<file path="src/rtl/alm_pkg.sv">
package alm_pkg;
  localparam int ALARM_COUNT = 2;
  localparam int ALARM_IDX_W = (ALARM_COUNT > 1) ? $clog2(ALARM_COUNT) : 1;
  localparam int FIELD_COUNT = 6;
  localparam int FIELD_W     = 8;
  localparam int FIELD_SEL_W = 3;
  localparam int EN_BIT      = FIELD_W - 1;

  typedef enum logic [FIELD_SEL_W-1:0] {
    FLD_SEC   = 3'd0,
    FLD_MIN   = 3'd1,
    FLD_HOUR  = 3'd2,
    FLD_DATE  = 3'd3,
    FLD_MONTH = 3'd4,
    FLD_DOW   = 3'd5
  } fieldSel_e;

  typedef struct packed {
    logic                   cmp;
    logic [ALARM_COUNT-1:0] clr;
    logic [ALARM_COUNT-1:0] wr;
  } almStrobe_t;

  // significant value bits of each field
  function automatic logic [EN_BIT-1:0] fieldMask(input int f);
    case (f)
      FLD_SEC, FLD_MIN:    return 7'h7F;
      FLD_HOUR, FLD_DATE:  return 7'h3F;
      FLD_MONTH:           return 7'h1F;
      default:             return 7'h07;
    endcase
  endfunction

  // live hour byte -> BCD hour in 24-hour form
  function automatic logic [5:0] hourTo24(input logic [7:0] h);
    logic [4:0] bin;
    logic [4:0] hr;
    logic [1:0] tens;
    logic [3:0] ones;
    if (h[7]) return h[5:0];
    bin = 5'(h[4]) * 5'd10 + 5'(h[3:0]);
    if (bin == 5'd12) hr = h[5] ? 5'd12 : 5'd0;
    else              hr = h[5] ? bin + 5'd12 : bin;
    tens = (hr >= 5'd20) ? 2'd2 : (hr >= 5'd10) ? 2'd1 : 2'd0;
    ones = 4'(hr - 5'(tens) * 5'd10);
    return {tens, ones};
  endfunction
endpackage

</file>
<file path="src/rtl/alm_ctrl.sv">
module alm_ctrl
  import alm_pkg::*;
(
  input  logic                   clk,
  input  logic                   rstN,
  input  logic                   secTick,
  input  logic                   wrEn,
  input  logic [ALARM_IDX_W-1:0] wrAlarm,
  input  logic [FIELD_SEL_W-1:0] wrField,
  input  logic                   clrEn,
  input  logic [ALARM_COUNT-1:0] clrMask,
  output almStrobe_t             strobe
);
  logic fieldOk;

  assign fieldOk = (wrField < FIELD_SEL_W'(FIELD_COUNT));

  always_comb begin
    strobe.cmp = secTick;
    strobe.clr = clrEn ? clrMask : '0;
    for (int a = 0; a < ALARM_COUNT; a++)
      strobe.wr[a] = wrEn && fieldOk && (wrAlarm == ALARM_IDX_W'(a));
  end

  // at most one alarm set takes a write
  a_r2_single_write: assert property (@(posedge clk) disable iff (!rstN)
    $onehot0(strobe.wr));
  // unused field codes reach no register
  a_r2_bad_field: assert property (@(posedge clk) disable iff (!rstN)
    (wrField >= FIELD_SEL_W'(FIELD_COUNT)) |-> (strobe.wr == '0));
endmodule

</file>
<file path="src/rtl/alm_datapath.sv">
module alm_datapath
  import alm_pkg::*;
(
  input  logic                                clk,
  input  logic                                rstN,
  input  almStrobe_t                          strobe,
  input  logic [FIELD_SEL_W-1:0]              wrField,
  input  logic [FIELD_W-1:0]                  wrData,
  input  logic [FIELD_COUNT-1:0][FIELD_W-1:0] live,
  output logic [ALARM_COUNT-1:0]              flag
);
  logic [FIELD_COUNT-1:0][FIELD_W-1:0] liveNorm;
  logic [ALARM_COUNT-1:0]              match;
  logic [ALARM_COUNT-1:0]              anyEn;

  always_comb begin
    liveNorm = live;
    liveNorm[FLD_HOUR] = {2'b00, hourTo24(live[FLD_HOUR])};
  end

  for (genvar a = 0; a < ALARM_COUNT; a++) begin : g_alarm
    logic [FIELD_COUNT-1:0][FIELD_W-1:0] fieldReg;

    for (genvar f = 0; f < FIELD_COUNT; f++) begin : g_field
      always_ff @(posedge clk or negedge rstN) begin
        if (!rstN)
          fieldReg[f] <= '0;
        else if (strobe.wr[a] && wrField == FIELD_SEL_W'(f))
          fieldReg[f] <= wrData;
      end
    end

    always_comb begin
      match[a] = 1'b1;
      anyEn[a] = 1'b0;
      for (int f = 0; f < FIELD_COUNT; f++) begin
        if (fieldReg[f][EN_BIT]) begin
          anyEn[a] = 1'b1;
          if ((fieldReg[f][EN_BIT-1:0] & fieldMask(f)) !=
              (liveNorm[f][EN_BIT-1:0] & fieldMask(f)))
            match[a] = 1'b0;
        end
      end
      match[a] = match[a] & anyEn[a];
    end

    always_ff @(posedge clk or negedge rstN) begin
      if (!rstN) flag[a] <= 1'b0;
      else       flag[a] <= (flag[a] & ~strobe.clr[a]) | (strobe.cmp & match[a]);
    end

    // a set flag survives any cycle without a clear
    a_r6_sticky: assert property (@(posedge clk) disable iff (!rstN)
      (flag[a] && !strobe.clr[a]) |=> flag[a]);
    // a clear without a compare empties the flag
    a_r6_clear: assert property (@(posedge clk) disable iff (!rstN)
      (strobe.clr[a] && !strobe.cmp) |=> !flag[a]);
    // a flag only rises after a compare strobe
    a_r3_rise_on_tick: assert property (@(posedge clk) disable iff (!rstN)
      $rose(flag[a]) |-> $past(strobe.cmp));
    // an alarm with nothing enabled stays quiet
    a_r5_no_enable: assert property (@(posedge clk) disable iff (!rstN)
      (!anyEn[a] && !flag[a]) |=> !flag[a]);
  end
endmodule

</file>
<file path="src/rtl/calendar_alarm_compare.sv">
module calendar_alarm_compare
  import alm_pkg::*;
(
  input  logic                   clk,
  input  logic                   rstN,
  input  logic                   secTick,
  input  logic [FIELD_W-1:0]     rtcSec,
  input  logic [FIELD_W-1:0]     rtcMin,
  input  logic [FIELD_W-1:0]     rtcHour,
  input  logic [FIELD_W-1:0]     rtcDate,
  input  logic [FIELD_W-1:0]     rtcMonth,
  input  logic [FIELD_W-1:0]     rtcDow,
  input  logic                   wrEn,
  input  logic [ALARM_IDX_W-1:0] wrAlarm,
  input  logic [FIELD_SEL_W-1:0] wrField,
  input  logic [FIELD_W-1:0]     wrData,
  input  logic                   clrEn,
  input  logic [ALARM_COUNT-1:0] clrMask,
  output logic [ALARM_COUNT-1:0] alarmFlag
);
  almStrobe_t                          strobe;
  logic [FIELD_COUNT-1:0][FIELD_W-1:0] live;

  always_comb begin
    live[FLD_SEC]   = rtcSec;
    live[FLD_MIN]   = rtcMin;
    live[FLD_HOUR]  = rtcHour;
    live[FLD_DATE]  = rtcDate;
    live[FLD_MONTH] = rtcMonth;
    live[FLD_DOW]   = rtcDow;
  end

  alm_ctrl u_ctrl (
    .clk(clk), .rstN(rstN), .secTick(secTick), .wrEn(wrEn),
    .wrAlarm(wrAlarm), .wrField(wrField), .clrEn(clrEn),
    .clrMask(clrMask), .strobe(strobe)
  );

  alm_datapath u_dp (
    .clk(clk), .rstN(rstN), .strobe(strobe), .wrField(wrField),
    .wrData(wrData), .live(live), .flag(alarmFlag)
  );
endmodule

</file>
<file path="config.mk">
export PLATFORM = sky130hd
export DESIGN_NAME = calendar_alarm_compare
export DESIGN_NICKNAME = d
export VERILOG_FILES = /design/src/rtl/alm_pkg.sv /design/src/rtl/alm_ctrl.sv /design/src/rtl/alm_datapath.sv /design/src/rtl/calendar_alarm_compare.sv
export SDC_FILE = /design/constraint.sdc
export NUM_CORES = 1
export LEC_CHECK = 0
export ABC_AREA = 1
export BUFFER_PORTS_ARGS = -buffer_cell sky130_fd_sc_hd__buf_2
export CORE_ASPECT_RATIO = 0.6
export CORE_UTILIZATION = 35
export CTS_CLUSTER_SIZE = 10
export DETAILED_ROUTE_END_ITERATION = 16
export PLACE_DENSITY = 0.64
export SYNTH_ARGS = -nofsm -noshare
export SYNTH_HDL_FRONTEND = slang
export SYNTH_SLANG_ARGS = --single-unit
</file>
<file path="constraint.sdc">
create_clock -name clk -period 3.3 [get_ports clk]
set_clock_uncertainty 0.15 [all_clocks]
set_input_delay 0 -clock clk [delete_from_list [all_inputs] [get_ports clk]]
set_output_delay 0 -clock clk [all_outputs]
set_load 0.05 [all_outputs]
</file>
# After elaboration in Yosys (flattened, before gate mapping)

Index checks and enable logic that the tools add are counted.
Widths: inputs -> output; s select.

Reductions and logical operators: 16
Eq/ne operators: 18
Order comparisons: 3
Multipliers: 2
Add/subtract/negate cells: 3
Shifts and indexed selects: 0
Divide/modulo/power cells: 0
Bitwise logic cells: 35
Multiplexer cells: 58

Operators by type and width:

| cell                | number |
|---|---|
| $and 7x7->7         | 22 |
| $mux 7              | 12 |
| $ne 7x7->1          | 12 |
| $mux 1              | 38 |
| $logic_and 1x1->1   | 15 |
| $mux 5              | 3 |
| $and 6x7->7         | 2 |
| $mux 6              | 2 |
| $and 1x1->1         | 6 |
| $eq 3x2->1 const B  | 2 |
| $eq 3x3->1 const B  | 2 |
| $add 5x4->5         | 1 |
| $add 5x4->5 const B | 1 |
| $eq 5x4->1 const B  | 1 |
| $ge 5x4->1 const B  | 1 |
| $ge 5x5->1 const B  | 1 |
| $mul 1x3->4 const B | 1 |
| $mux 2              | 2 |
| $mux 4              | 1 |
| $sub 4x4->4         | 1 |
| $eq 3x1->1 const B  | 1 |
| $logic_not 3->1     | 1 |
| $lt 3x3->1 const B  | 1 |
| $mul 2x3->3 const B | 1 |
| other kinds (2)     | 5 |

Memories: 0
Memory bits (read-only): 0
RAM bits: 0
Bits in latches: 0
Register bits after elaboration: 98
Output and inout port bits: 2

# Longest topological paths before layout

Depth after elaboration: 25
Gate-level depth with buffers: 26
Gate-level depth less buffers: 26

# By module

Synthesis repeated with hierarchy kept, for this count alone.

Cell total of the unflattened synthesis: 511
Area, all modules: 4329.2 µm²

By module, submodules not included:

| module       | area an instance (µm²) | times used | cells an instance | sequential area each (µm²) |
|---|---|---|---|---|
| alm_datapath | 4287.9                 | 1          | 501               | 2052.0 |
| alm_ctrl     | 41.3                   | 1          | 10                | 0.0 |

# Worst setup path after synthesis

Ideal clock, no wire load.

Kind: input -> register
Start point: input port rtcHour[1]
End point: register u_dp.flag[1]
Library setup time: 0.066 ns
Arrival time: 2.894 ns
Cell stages on the path: 26
Required time: 3.084 ns
Setup slack: 0.190 ns
Cells stage by stage: ha_1 > ha_1 > inv_1 > nand2_1 > nand2_1 > inv_1 > ha_1 > nor2_4 > nand2_2 > o21ai_4 > nor2_2 > nand2_2 > nand2_2 > ha_1 > inv_1 > fa_1 > nand2_1 > nand2_1 > xor2_1 > nor4_1 > nand3_2 > nor2_2 > nand3_1 > nand2_1 > nand2_1 > nand2_1

Word-level cells in the longest chain between the ends: 24

RTL lines:

| item                            | line                        | RTL |
|---|---|---|
| from (decl)                     | calendar_alarm_compare.sv:9 | `input logic [FIELD_W-1:0] rtcHour,` |
| $add 5x4->5                     | alm_pkg.sv:41               | `bin = 5'(h[4]) * 5'd10 + 5'(h[3:0]);` |
| $add 5x4->5                     | alm_pkg.sv:43               | `else hr = h[5] ? bin + 5'd12 : bin;` |
| $mux 5                          | alm_pkg.sv:43               |  |
| $mux 5                          | alm_pkg.sv:42               | `if (bin == 5'd12) hr = h[5] ? 5'd12 : 5'd0;` |
| $mux 5                          | alm_pkg.sv:41               |  |
| $ge 5x4->1                      | alm_pkg.sv:44               | `tens = (hr >= 5'd20) ? 2'd2 : (hr >= 5'd10) ? 2'd1 : 2'd0;` |
| $mux 1                          | alm_pkg.sv:44               |  |
| $mux 2                          | alm_pkg.sv:44               |  |
| [8 not listed]                  | -                           |  |
| $mux 1 (*)                      | alm_datapath.sv:37          | `if (fieldReg[f][EN_BIT]) begin` |
| $mux 1                          | alm_datapath.sv:39          | `if ((fieldReg[f][EN_BIT-1:0] & fieldMask(f)) !=` |
| $mux 1 (*)                      | alm_datapath.sv:37          |  |
| $mux 1                          | alm_datapath.sv:39          |  |
| $mux 1 (*)                      | alm_datapath.sv:37          |  |
| $and 1x1->1 (*)                 | alm_datapath.sv:44          | `match[a] = match[a] & anyEn[a];` |
| $and 1x1->1 (*)                 | alm_datapath.sv:49          | `else flag[a] <= (flag[a] & ~strobe.clr[a]) \| (strobe.cmp & match[a]);` |
| $or 1x1->1 (*)                  | alm_datapath.sv:49          |  |
| to (signal, indexed assignment) | alm_datapath.sv:49          |  |
| to (decl)                       | alm_datapath.sv:10          | `output logic [ALARM_COUNT-1:0] flag` |

Every way passes the cells marked *; elsewhere a longest branch is shown, timed or not. The select of a mux whose other input is x is not followed.
A chain may end at the register's enable or synchronous reset.

# Worst setup path after layout

Start point: input port rtcHour[4]
End point: register u_dp.flag[0]

Word-level cells in the longest chain between the ends: 25

RTL lines:

| item            | line |
|---|---|
| $mul 1x3->4     | alm_pkg.sv:41 |
| $add 5x4->5     | alm_pkg.sv:41 |
| $add 5x4->5     | alm_pkg.sv:43 |
| $mux 5          | alm_pkg.sv:43 |
| $mux 5          | alm_pkg.sv:42 |
| $mux 5          | alm_pkg.sv:41 |
| $ge 5x4->1      | alm_pkg.sv:44 |
| $mux 1          | alm_pkg.sv:44 |
| [9 not listed]  | - |
| $mux 1 (*)      | alm_datapath.sv:37 |
| $mux 1          | alm_datapath.sv:39 |
| $mux 1 (*)      | alm_datapath.sv:37 |
| $mux 1          | alm_datapath.sv:39 |
| $mux 1 (*)      | alm_datapath.sv:37 |
| $and 1x1->1 (*) | alm_datapath.sv:44 |
| $and 1x1->1 (*) | alm_datapath.sv:49 |
| $or 1x1->1 (*)  | alm_datapath.sv:49 |

Marked as above.

==> metrics.md <==
| Metric | Value |
|---|---|
| Initial Util | `36.6%` |
| Max Freq | `0.321 GHz` |
| Crit-path max FO | `3` |
| Gr ovfl total | `0` |
| Layer with the highest usage | `met1` |
| Number of antenna violations at the first check in global routing | `0` |
| Cell taking the most area after synthesis | `dfrtp_1` |
| Commonest cells in the netlist | `dfrtp_1, nand2_1, inv_1, mux2_2, o21ai_0` |
| CP max-delay cell | `fa_1` |
| Most common cell in the netlist | `dfrtp_1` |
| Slew @ Worst Pin | `1.04 ns` |
| Met3 Resource Use GR | `4.97%` |
| Fin worst setup slack | `0.184 ns` |
| Final Hold Fails | `0` |
| Crit path max-delay family | `simple AND/OR/NAND/NOR gates` |
| Async set-reset flop share out of synthesis | `100%` |
| Vias in the first global route | `3,493` |
| Yosys top cell area share | `45.6%` |
| Buf+Inv Stages, Crit Path | `4` |
| CTS Buf Count | `9` |
| Drt pass-1 iters | `5` |
| Yosys warning total | `0` |
| Synth top area cells | `dfrtp_1, mux2_2, nand2_1, inv_1, xnor2_1` |
| Core ar. | `0.0123 mm^2` |
| Total Wirelength | `10,900 um` |
| Ant. Diodes | `0` |
| M1 GR Usage | `26.3%` |
| Total GRT Usage | `17.4%` |
| IO Count | `69` |
| Share of layout cells above drive strength 1 | `30.2%` |
| Placed Area | `0.00499 mm^2` |
| Synth Flop Type | `dfrtp_1` |
| Worst vdd ir | `0.283 mV` |
| Fin. max-slew vios | `0` |
| Count of cell types in the netlist | `36` |
| Final net count | `619` |
| R2R Path Start | `u_dp.g_alarm[1].fieldReg[15]$_DFFE_PN0P_` |
| Worst hold stages | `5` |
| Register cell area after layout | `0.00205 mm^2` |
| CTS root buf | `clkbuf_16` |
| Slowest stage delay, CP | `0.40 ns` |
| Crit path launch type | `input pin` |
| Setup bufs post-CTS | `0` |
| CP Capture Type | `register` |
| Min-Delay Path Class | `in -> reg` |
| ANT nets after route | `0` |
| CTS tree | `done` |
| Initial DRC count | `215` |
| WP data required | `3.43 ns` |
| GR Layer Usage met2 | `24.2%` |
| Syn_area_per_cell | `9.60 um^2` |
| Post-synth net total | `543` |
| EDFF count, synth | `0` |
| Num Clock Sinks | `82` |
| Max H-tree Level | `3` |
| Post-synthesis cell count | `469` |
| Pre-CTS setup slack | `-0.145 ns` |
| Setup violators final | `0` |
| Register-to-register setup slack | `1.45 ns` |
| Setup CP Type | `in -> reg` |
| DR vias/cell | `5.04` |
| Leakage power | `2.47 nW` |
| FILL cells | `1,167` |
| Worst Hold Path EP | `u_dp.g_alarm[0].fieldReg[47]$_DFFE_PN0P_` |
| WL per Instance | `15.3 um` |
| CTS clk-pin slew, worst paths | `0.06 ns` |
| Largest net degree at the start of global routing | `83` |
| Vias | `3,585` |
| Area added between synthesis and finish | `20.1%` |
| Worst rel slew slack | `30.8%` |
| Width of the die | `148 um` |
| IO Port Bufs | `55` |
| Crit path top cell by count | `nand2_1` |
| Hold_ws | `0.0284 ns` |
| Pwr/cell area | `575 mW/mm^2` |
| Max-cap violation count | `0` |
| Critical Path AT | `3.25 ns` |
| DP HPWL | `8010 um` |
| Outcome | `completed` |
| Min-Delay Startpoint | `wrField[2]` |
| CTS Buffer Depth | `2` |
| #FFs+latches synth | `82` |
| Post-route cell area | `0.00541 mm^2` |
| Die H | `89.9 um` |
| Num rows | `31` |
| Fin crit period | `3.12 ns` |
| Period utilisation layout | `94.4%` |
| First-pass GRT wire length | `17,800 um` |
| Register area share after synthesis | `45.6%` |
| Worst-Skew Late Latency | `0.34 ns` |
| Area of the multi-input gates | `0.00224 mm^2` |
| Synthesized cell area | `0.00450 mm^2` |
| Remaining DRCs | `0` |
| GP Congestion | `0.851` |
| Worst r2r path cells | `6` |
| Worst R2R End | `u_dp.flag[1]$_DFF_PN0_` |
| Full die area | `0.0133 mm^2` |
==> cells in the final DEF, fill, tap and decap left out, types with 3 or more instances in the layout <==
master and n:
nor2_2 9, buf_4 7, o22ai_1 12, o41ai_1 3
mux2_2 50, a221oi_1 6, nor3_1 3, xnor2_1 21
xor2_1 18, nand3_1 24, nor2_4 3, dlygate4sd3_1 14
clkbuf_16 9, dfrtp_1 82, o31ai_1 3, nand4_1 8
or2_2 3, ha_1 4, nor2_1 19, o21ai_0 33
nand2_1 72, nand2_2 10, buf_2 54, nand3_2 7
inv_1 51
==> report_power, final <==
| part | switching, mW | internal [mW] |
|---|---|---|
| clock network | 0.366 | 0.511 |
| logic | 0.433 | 0.386 |
| registers | 0.158 | 1.25 |
| total | 0.957 | 2.15 |
==> worst reg2reg max path: cells and delay by family, from the launching register on <==
kind / cells / cell delay [ns]
simple gates: 4 / 0.46
buf+inv: 1 / 0.07
compound gates: 1 / 0.67
flops: 1 / 0.39
==> per-stage QoR <==
step | util (%) | cells | power, mW | setup TNS [ns]
after CTS | 43.8 | 711 | 3.12 | 0
after floorplan | - | 469 | 1.96 | 0
after global routing | 44.0 | 711 | 3.30 | -0.0588
after global placement | 40.6 | 685 | 2.18 | -0.0153
final | 44.0 | 711 | 3.11 | 0
after detailed placement | 40.6 | 685 | 2.22 | -0.273
==> final cells by class <==
class | instances | area share [%]
repair buffers | 75 | 8.56
inverters | 53 | 3.68
flip-flops and latches | 82 | 38.0
clock buffers | 11 | 4.49
well taps | 165 | 3.82
multi-input cells | 324 | 41.4
clock inverters | 1 | 0.0926
==> repair_timing <==
action / in CTS / in global routing
hold buffers: 14 / 0
setup endpoints to repair: 0 / 2
endpoints found under the hold margin: 138 / 0
resized for setup: 0 / 6
==> flip-flops by register name (all words and copies together), names as in the netlist <==
name                   count
u_dp.flag                  2
u_dp.g_alarm.fieldReg     80
==> logic make-up after synthesis <==
logic type | count (synthesis) | synth area share (%)
buffers and inverters | 63 | 5.28
AOI/OAI and AO/OA | 64 | 8.89
muxes | 50 | 12.5
xor gates and xnor gates | 39 | 7.59
DFF | 82 | 45.6
adders and majority gates | 7 | 2.11
and+or+nand+nor | 164 | 18.1
==> worst max path at each step <==
stage               slack, ns                endpoint        from  cells past startpoint
finish                   0.18  u_dp.flag[0]$_DFF_PN0_  rtcHour[4]                     27
global route            -0.06  u_dp.flag[0]$_DFF_PN0_  rtcHour[4]                     27
CTS                      0.19  u_dp.flag[1]$_DFF_PN0_  rtcHour[4]                     26
detailed placement      -0.15  u_dp.flag[1]$_DFF_PN0_  rtcHour[4]                     26
global placement        -0.02  u_dp.flag[1]$_DFF_PN0_  rtcHour[1]                     26
floorplan                0.19  u_dp.flag[1]$_DFF_PN0_  rtcHour[1]                     26
==> per-layer routing <==
metal  wire [um]  share of wire (%)  vias up
met4          99               0.91        0
li1            -                  -     1724
met1        5490                 51     1727
met3         771                7.1       13
met5           0                  0        -
met2        4500                 41      121
No activity file was read; power rests on OpenSTA's default activity.
